$ cat config.mk
export PLATFORM = sky130hd
export DESIGN_NAME = ptr_agu
export DESIGN_NICKNAME = d
export VERILOG_FILES = /design/src/rtl/agu_pkg.sv /design/src/rtl/agu_len_mask.sv /design/src/rtl/agu_step.sv /design/src/rtl/ptr_agu.sv
export SDC_FILE = /design/constraint.sdc
export NUM_CORES = 1
export LEC_CHECK = 0
export BUFFER_PORTS_ARGS = -buffer_cell sky130_fd_sc_hd__buf_2
export CORE_UTILIZATION = 43
export DETAILED_ROUTE_END_ITERATION = 12
export GPL_TIMING_DRIVEN = 0
export HOLD_SLACK_MARGIN = 0.03
export PLACE_DENSITY = 0.66
export SLEW_MARGIN = 5
export SYNTH_ARGS = -nofsm -noshare
export SYNTH_HDL_FRONTEND = slang
export SYNTH_SLANG_ARGS = --single-unit
$ cat constraint.sdc
create_clock -name clk -period 11.5 [get_ports clk]
set_input_delay 1.725 -clock clk [delete_from_list [all_inputs] [get_ports clk]]
set_output_delay 1.725 -clock clk [all_outputs]
set_load 0.05 [all_outputs]
$ cat src/rtl/agu_pkg.sv
package agu_pkg;
    typedef enum logic [1:0] {
        MODE_INC     = 2'b00,
        MODE_DEC     = 2'b01,
        MODE_INC_MOD = 2'b10,
        MODE_DEC_MOD = 2'b11
    } step_mode_e;
endpackage

$ cat src/rtl/agu_len_mask.sv
// Turns a buffer length into the offset mask of the enclosing power-of-two block.
module agu_len_mask #(
    parameter int W = 8
) (
    input  logic [W-1:0] len,
    output logic [W-1:0] mask
);
    logic [W-1:0] len_m1;

    always_comb begin
        len_m1 = len - W'(1);
        mask   = len_m1;
        for (int s = 1; s < W; s++) begin
            mask = mask | (len_m1 >> s);
        end
    end
endmodule

$ cat src/rtl/agu_step.sv
// Next-pointer computation for one access.
module agu_step
    import agu_pkg::*;
#(
    parameter int W = 8
) (
    input  logic [W-1:0] cur,
    input  logic [W-1:0] len,
    input  logic [W-1:0] mask,
    input  step_mode_e   mode,
    output logic [W-1:0] nxt
);
    logic [W-1:0] off;
    logic [W-1:0] base;
    logic [W-1:0] last;
    logic         degenerate;

    assign off        = cur & mask;
    assign base       = cur & ~mask;
    assign last       = len - W'(1);
    assign degenerate = (len[W-1:1] == '0);

    always_comb begin
        nxt = cur;
        unique case (mode)
            MODE_INC: nxt = cur + W'(1);
            MODE_DEC: nxt = cur - W'(1);
            MODE_INC_MOD: begin
                if (degenerate)       nxt = cur;
                else if (off >= last) nxt = base;
                else                  nxt = cur + W'(1);
            end
            MODE_DEC_MOD: begin
                if (degenerate)                     nxt = cur;
                else if (off == '0 || off > last)   nxt = base | last;
                else                                nxt = cur - W'(1);
            end
            default: nxt = cur;
        endcase
    end
endmodule

$ cat src/rtl/ptr_agu.sv
module ptr_agu
    import agu_pkg::*;
#(
    parameter int W       = 8,
    parameter int NUM_PTR = 2,
    parameter int NUM_LEN = 2
) (
    input  logic         clk,
    input  logic         rst_n,
    input  logic         ptr_wr_en,
    input  logic         ptr_wr_sel,
    input  logic [W-1:0] ptr_wr_data,
    input  logic         len_wr_en,
    input  logic         len_wr_sel,
    input  logic [W-1:0] len_wr_data,
    input  logic         acc_en,
    input  logic         acc_ptr_sel,
    input  logic         acc_len_sel,
    input  logic [1:0]   acc_mode,
    output logic [W-1:0] addr_o
);
    logic [NUM_PTR-1:0][W-1:0] ptr_q;
    logic [NUM_LEN-1:0][W-1:0] len_q;
    logic [W-1:0]              cur_ptr;
    logic [W-1:0]              cur_len;
    logic [W-1:0]              cur_mask;
    logic [W-1:0]              step_nxt;
    step_mode_e                mode;

    assign mode    = step_mode_e'(acc_mode);
    assign cur_ptr = ptr_q[acc_ptr_sel];
    assign cur_len = len_q[acc_len_sel];

    agu_len_mask #(.W(W)) u_mask (
        .len  (cur_len),
        .mask (cur_mask)
    );

    agu_step #(.W(W)) u_step (
        .cur  (cur_ptr),
        .len  (cur_len),
        .mask (cur_mask),
        .mode (mode),
        .nxt  (step_nxt)
    );

    for (genvar i = 0; i < NUM_PTR; i++) begin : g_ptr
        always_ff @(posedge clk) begin
            if (!rst_n)                                      ptr_q[i] <= '0;
            else if (ptr_wr_en && (ptr_wr_sel == 1'(i)))     ptr_q[i] <= ptr_wr_data;
            else if (acc_en && (acc_ptr_sel == 1'(i)))       ptr_q[i] <= step_nxt;
        end
    end

    for (genvar j = 0; j < NUM_LEN; j++) begin : g_len
        always_ff @(posedge clk) begin
            if (!rst_n)                                      len_q[j] <= '0;
            else if (len_wr_en && (len_wr_sel == 1'(j)))     len_q[j] <= len_wr_data;
        end
    end

    assign addr_o = cur_ptr;
endmodule

# After elaboration in Yosys (flattened, before gate mapping)
# Cells that the tools add are included.
[classes] addsub=3 n_mul=0 div=0 n_lt_le_gt_ge=4 n_eq_ne=3 shifts=0 muxes=13 n_bitwise=14 reduce_logical=12
[op_table] operator="8-bit 2-to-1 mux" n=12
[op_table] operator="8-bit one-hot mux with 4 select lines" n=1
[op_table] operator="8-bit AND" n=2
[op_table] operator="8-bit by 1-bit subtractor with 8-bit output (second input constant)" n=2
[op_table] operator="8-bit by 1-bit adder with 8-bit output (second input constant)" n=1
[op_table] operator="8-bit greater-or-equal comparator" n=1
[op_table] operator="8-bit greater-than comparator" n=1
[op_table] operator="8-bit logical NOT" n=1
[op_table] operator="8-bit NOT" n=1
[op_table] operator="8-bit by 1-bit bitwise OR with 8-bit output" n=1
[op_table] operator="8-bit by 2-bit bitwise OR with 8-bit output" n=1
[op_table] operator="8-bit by 3-bit bitwise OR with 8-bit output" n=1
[op_table] operator="8-bit by 4-bit bitwise OR with 8-bit output" n=1
[op_table] operator="8-bit by 5-bit bitwise OR with 8-bit output" n=1
[op_table] operator="8-bit by 6-bit bitwise OR with 8-bit output" n=1
[op_table] operator="8-bit by 7-bit bitwise OR with 8-bit output" n=1
[op_table] operator="8-bit bitwise OR" n=1
[op_table] operator="7-bit logical NOT" n=1
[op_table] operator="1-bit logical AND" n=6
[op_table] operator="2-bit == test (second input constant)" n=2
[op_table] operator="1-bit by 2-bit less-than comparator with 1-bit output (second input constant)" n=2
[op_table] operator="2-bit nonzero test" n=2
[op_table] operator="1-bit NOT" n=3
[op_table] operator="2-bit by 1-bit == test with 1-bit output (second input constant)" n=1
[op_table] operator="other kinds (2)" n=2
[word_totals] ff_bits=32 latch_bits=0 ramBits=0 rom_bits=0 in_bits=27 output_inout_bits=8 word_cells=53 memories=0

# Logic depth before layout (Yosys ltp)
[depth] word_depth=18 ltp_mapped=22 mapped_depth_nobuf=18

# Modules after synthesis
# A second synthesis with hierarchy kept.
[unflattened] hier_cells=423 hier_area_um2=3143.0
[modules_own_cells] mod="ptr_agu" instances=1 cells_each=164 area_per_inst_um2=1537.7 seq_area_each_um2=640.6
[modules_own_cells] mod="agu_step" instances=1 cells_each=221 area_per_inst_um2=1362.6 seq_area_each_um2=0.0
[modules_own_cells] mod="agu_len_mask" instances=1 cells_each=38 area_per_inst_um2=242.7 seq_area_each_um2=0.0

# Least setup slack after synthesis
# No wires, ideal clock.
[synth_path] path_kind="input to register" from="input acc_len_sel" to="register ptr_q[10] (netlist bit)" setup_ps=132 arrival_ps=6027 t_required_ps=11368 slack_ps=5341 stages=20 n_path_buf=3 cell_sequence="buf_2 buf_2 mux2i_1 ha_1 o21ai_0 xnor2_1 and3_1 buf_6 a41oi_2 ha_1 nor2b_1 o21a_1 o21ai_0 a21o_1 nor3_1 nor3_1 mux2_4 a2111oi_2 or4_1 a31oi_1"
[synth_via] elab_chain_cells=18 elab_cells_between_ends=26 classes_between="add/sub (1); order compare (2); mux (9); bitwise (11); reduce/logical (3)"
[synth_rtl] element="start, declared" line_no="ptr_agu.sv:18" text="input logic acc_len_sel,"
[synth_rtl] element="8-bit 2-to-1 mux (not written as such) * (2 in a row)" line_no="ptr_agu.sv:32" text="assign cur_len = len_q[acc_len_sel];"
[synth_rtl] element="8-bit by 1-bit subtractor with 8-bit output" line_no="agu_len_mask.sv:11, agu_step.sv:20"
[synth_rtl] element="8-bit by 7-bit bitwise OR with 8-bit output" line_no="agu_len_mask.sv:14" text="mask = mask | (len_m1 >> s);"
[synth_rtl] element="8-bit by 6-bit bitwise OR with 8-bit output" line_no="agu_len_mask.sv:14"
[synth_rtl] element="8-bit by 5-bit bitwise OR with 8-bit output" line_no="agu_len_mask.sv:14"
[synth_rtl] element="8-bit by 4-bit bitwise OR with 8-bit output" line_no="agu_len_mask.sv:14"
[synth_rtl] element="8-bit by 3-bit bitwise OR with 8-bit output" line_no="agu_len_mask.sv:14"
[synth_rtl] element="8-bit by 2-bit bitwise OR with 8-bit output" line_no="agu_len_mask.sv:14"
[synth_rtl] element="8-bit by 1-bit bitwise OR with 8-bit output" line_no="agu_len_mask.sv:14"
[synth_rtl] element="8-bit AND / 8-bit NOT (equally long branches)" line_no="agu_step.sv:18, agu_step.sv:19"
[synth_rtl] element="8-bit greater-than comparator, or another cell as far along" line_no="agu_step.sv:35" text="else if (off == '0 || off > last) nxt = base | last;"
[synth_rtl] element="1-bit logical OR / 8-bit bitwise OR (equally long branches)" line_no="agu_step.sv:35"
[synth_rtl] element="8-bit 2-to-1 mux" line_no="agu_step.sv:35"
[synth_rtl] element="8-bit 2-to-1 mux" line_no="agu_step.sv:34" text="if (degenerate) nxt = cur;"
[synth_rtl] element="8-bit one-hot mux with 4 select lines *" line_no="agu_step.sv:25" text="unique case (mode)"
[synth_rtl] element="8-bit 2-to-1 mux *" line_no="ptr_agu.sv:51" text="else if (acc_en && (acc_ptr_sel == 1'(i))) ptr_q[i] <= step_nxt;"
[synth_rtl] element="8-bit 2-to-1 mux *" line_no="ptr_agu.sv:50" text="else if (ptr_wr_en && (ptr_wr_sel == 1'(i))) ptr_q[i] <= ptr_wr_data;"
[synth_rtl] element="end signal, assigned by index" line_no="ptr_agu.sv:50"
[synth_rtl] element="end signal, assigned by index" line_no="ptr_agu.sv:51"
[synth_rtl] element="end, declared" line_no="ptr_agu.sv:22" text="logic [NUM_PTR-1:0][W-1:0] ptr_q;"
# Mark *: on every way between the ends. The rest lies on a longest branch, timed or not. The select of a mux whose other input is x is not followed.
# A chain may end at the register's enable or synchronous reset.

# Worst setup path after layout
# Ends and elaborated chain as after synthesis.

==> results.md <==
- Unique masters post-synth: 72
- Max cap viols: 0
- Utilization after layout: 0.4996
- DP Area: 0.003551 mm2
- Chip Height: 89.37 um
- Syn Std Cell Area: 0.003282 mm2
- Setup TNS Final: 0 ps
- Total GRT Usage: 0.2675
- Yosys warns: 0
- Slowest-stage cell, CP: nor3_1
- Layout Nets: 508
- Ant. Diodes: 0
- Maximum net fanout on the critical path: 10
- Worst path max stage delay: 860 ps
- Max Root-Sink Buffers: 2
- Largest net degree at the start of global routing: 12
- Total die area: 0.007986 mm2
- Setup crit end kind: flip-flop
- EDFF count, synth: 0
- Syn Area/Cell: 7.562 um2
- Area Overhead vs Synth: 11.59%
- Initial antenna violation count: 0
- First-iteration detailed-routing DRC count: 383
- Commonest cells after routing, fill and taps aside: o21ai_0 (46), nand2_1 (35), buf_2 (34), dfxtp_1 (32), mux2i_1 (30)
- Synthesized flop and latch total: 32
- Asr flop ratio synth: 0
- GPL Wtd Cong: 0.9443
- Vias in the first global route: 3185
- Max IR drop VDD: 0.09061 mV
- Min Tclk post-route: 7317 ps
- Worst slew pin tran: 1101 ps
- IO Pins: 35
- Final Hold Viols: 0
- CP arrival: 7480 ps
- Hold buffers post-CTS: 0
- Drt pass-1 iters: 5
- Die Wd: 89.37 um
- Starting density of the core: 0.4477
- Post-DRT Antenna Nets: 0
- Pwr Density: 123.0 mW/mm2
- Filler instances: 743
- Status: complete, no violations
- Final setup viols: 0
- Overflow after GRT: 0
- Port Buf Inserts: 29
- Post-synthesis net count: 472
- Post-DP HPWL: 7.723 mm
- Post-Layout Cell Count: 570
- Post-cts repair resize count: 0
- Worst slew margin: 0.2602
- Most frequent CP cell: buf_2
- Clock sinks: 32
- Fin area: 0.003662 mm2
- Total power: 0.4506 mW
- Top_reg_cell synth: dfxtp_1
- Layout cells sized above 1: 0.1507
- # rows: 31
- Sequential area share after synthesis: 0.1952
- Placed Cells: 562
- Clock Skew: 2.257 ps
- Core area: 0.007331 mm2
- First-pass GRT wire length: 16.35 mm
- Via count: 3590
- Worst Hold Class: reg2reg
- CTS clk-pin slew, worst paths: 70 ps
- DR WL/cell: 17.68 um
- CTS tree: built
- Register area: 640.6 um2
- Most common cell after layout, fill and taps aside: o21ai_0
- FMAX: 0.1367 GHz
- Fin crit share: 0.6363
- Multi-input logic area: 0.002452 mm2
- Slew Viols, Final: 0
- Setup bufs post-CTS: 0
- Lkg Pwr: 1.480 nW
- DR vias/cell: 6.298
- Wirelength, routed: 10.08 mm
- Num CTS Buffers: 5
- Worst skew pair latency: 290 ps
- Critical path launch point type: input port
- Clk root buf: clkbuf_8
- Residual DRC: 0
- CP Cell Sequence: buf_2 > buf_2 > buf_2 > mux2i_1 > ha_1 > o21ai_0 > xnor2_1 > and3_1 > buf_6 > a41oi_2 > ha_1 > nor2b_1 > o21a_1 > o21ai_0 > a21o_1 > nor3_1 > nor3_1 > mux2_4 > a2111oi_2 > or4_1 > a31oi_1
- CP Class: in2reg
- RSZ-0062 raised after global routing: no
- Req. time, crit path: 11660 ps
- H-tree lvl count: 2
- Synthesized instance count: 434
==> metal layers <==
metal	share of wire	global-route usage	vias to the layer above
met4	0.020	0.08658	0
li1	-	-	1710
met5	0	0	-
met3	0.076	0.03232	25
met1	0.46	0.3841	1699
met2	0.44	0.4143	156
==> cell usage after synthesis (3+ instances only) <==
master / n / area, um2
a211oi_1: 11 / 82.58
a21boi_0: 9 / 67.56
a21o_1: 3 / 22.52
a21oi_1: 27 / 135.1
a22oi_1: 4 / 30.03
a31oi_1: 10 / 62.56
and2_2: 3 / 22.52
and3_1: 3 / 18.77
buf_2: 5 / 25.02
buf_4: 4 / 30.03
clkbuf_1: 11 / 41.29
dfxtp_1: 32 / 640.6
ha_1: 11 / 137.6
inv_1: 14 / 52.55
mux2i_1: 30 / 300.3
nand2_1: 35 / 131.4
nand2b_1: 4 / 25.02
nand3_1: 19 / 95.09
nand4_1: 4 / 25.02
nor2_1: 29 / 108.9
nor2b_1: 11 / 68.82
nor3_1: 12 / 60.06
nor3b_1: 3 / 22.52
nor4_1: 3 / 18.77
o2111ai_1: 4 / 35.03
o211ai_1: 9 / 67.56
o21ai_0: 46 / 230.2
o22ai_1: 3 / 18.77
o31ai_1: 4 / 30.03
or3_1: 8 / 50.05
or4_1: 3 / 22.52
xnor2_1: 12 / 105.1
==> metrics by stage <==
step | hold WS, ps | setup slack (ps)
after floorplan | 447.4 | 5341
after global placement | 458.0 | 4136
after detailed placement | 463.6 | 4038
after CTS | 475.5 | 4272
after global routing | 489.6 | 3823
final | 475.4 | 4183
==> flip-flops by register name, summed over array words and instances, names as in the netlist <==
name   cells
len_q     16
ptr_q     16
==> path summary, 6_finish.rpt <==
check | start | slack (ps) | cells after the start | end
max | acc_len_sel | 4180 | 21 | ptr_q[10]
min | ptr_q[12] | 480 | 2 | ptr_q[12]
max reg2reg | len_q[3] | 5730 | 17 | ptr_q[10]
min reg2reg | ptr_q[12] | 480 | 2 | ptr_q[12]
==> cell type report <==
cell class / count / share of cell area
clock inverter: 3 / 0.01162
inverter: 16 / 0.01640
buffer: 24 / 0.03519
multi-input combinational: 362 / 0.6696
timing repair buffer: 29 / 0.03963
tap: 99 / 0.03382
clock buffer: 5 / 0.01879
sequential: 32 / 0.1749
==> power breakdown <==
| part | switching, mW | total, mW | internal (mW) |
|---|---|---|---|
| logic | 0.141 | 0.218 | 0.0769 |
| clock network | 0.0440 | 0.108 | 0.0641 |
| registers | 0.00594 | 0.125 | 0.119 |
| total | 0.191 | 0.451 | 0.260 |
==> logic make-up after synthesis <==
logic type | synth area share
muxes | 0.1029
buffers and inverters | 0.05757
xor gates and xnor gates | 0.03736
AOI/OAI and AO/OA | 0.3279
DFF | 0.1952
adders and majority gates | 0.04194
and+or+nand+nor | 0.2371
==> worst max-delay path: cells and delay by family <==
| family | cells | cell delay (ps) |
|---|---|---|
| fa+ha+maj | 2 | 700 |
| compound gates | 7 | 1330 |
| mux | 2 | 770 |
| buf+inv | 4 | 770 |
| xor+xnor | 1 | 640 |
| simple gates | 5 | 1560 |
No activity file was read; power rests on OpenSTA's default activity.
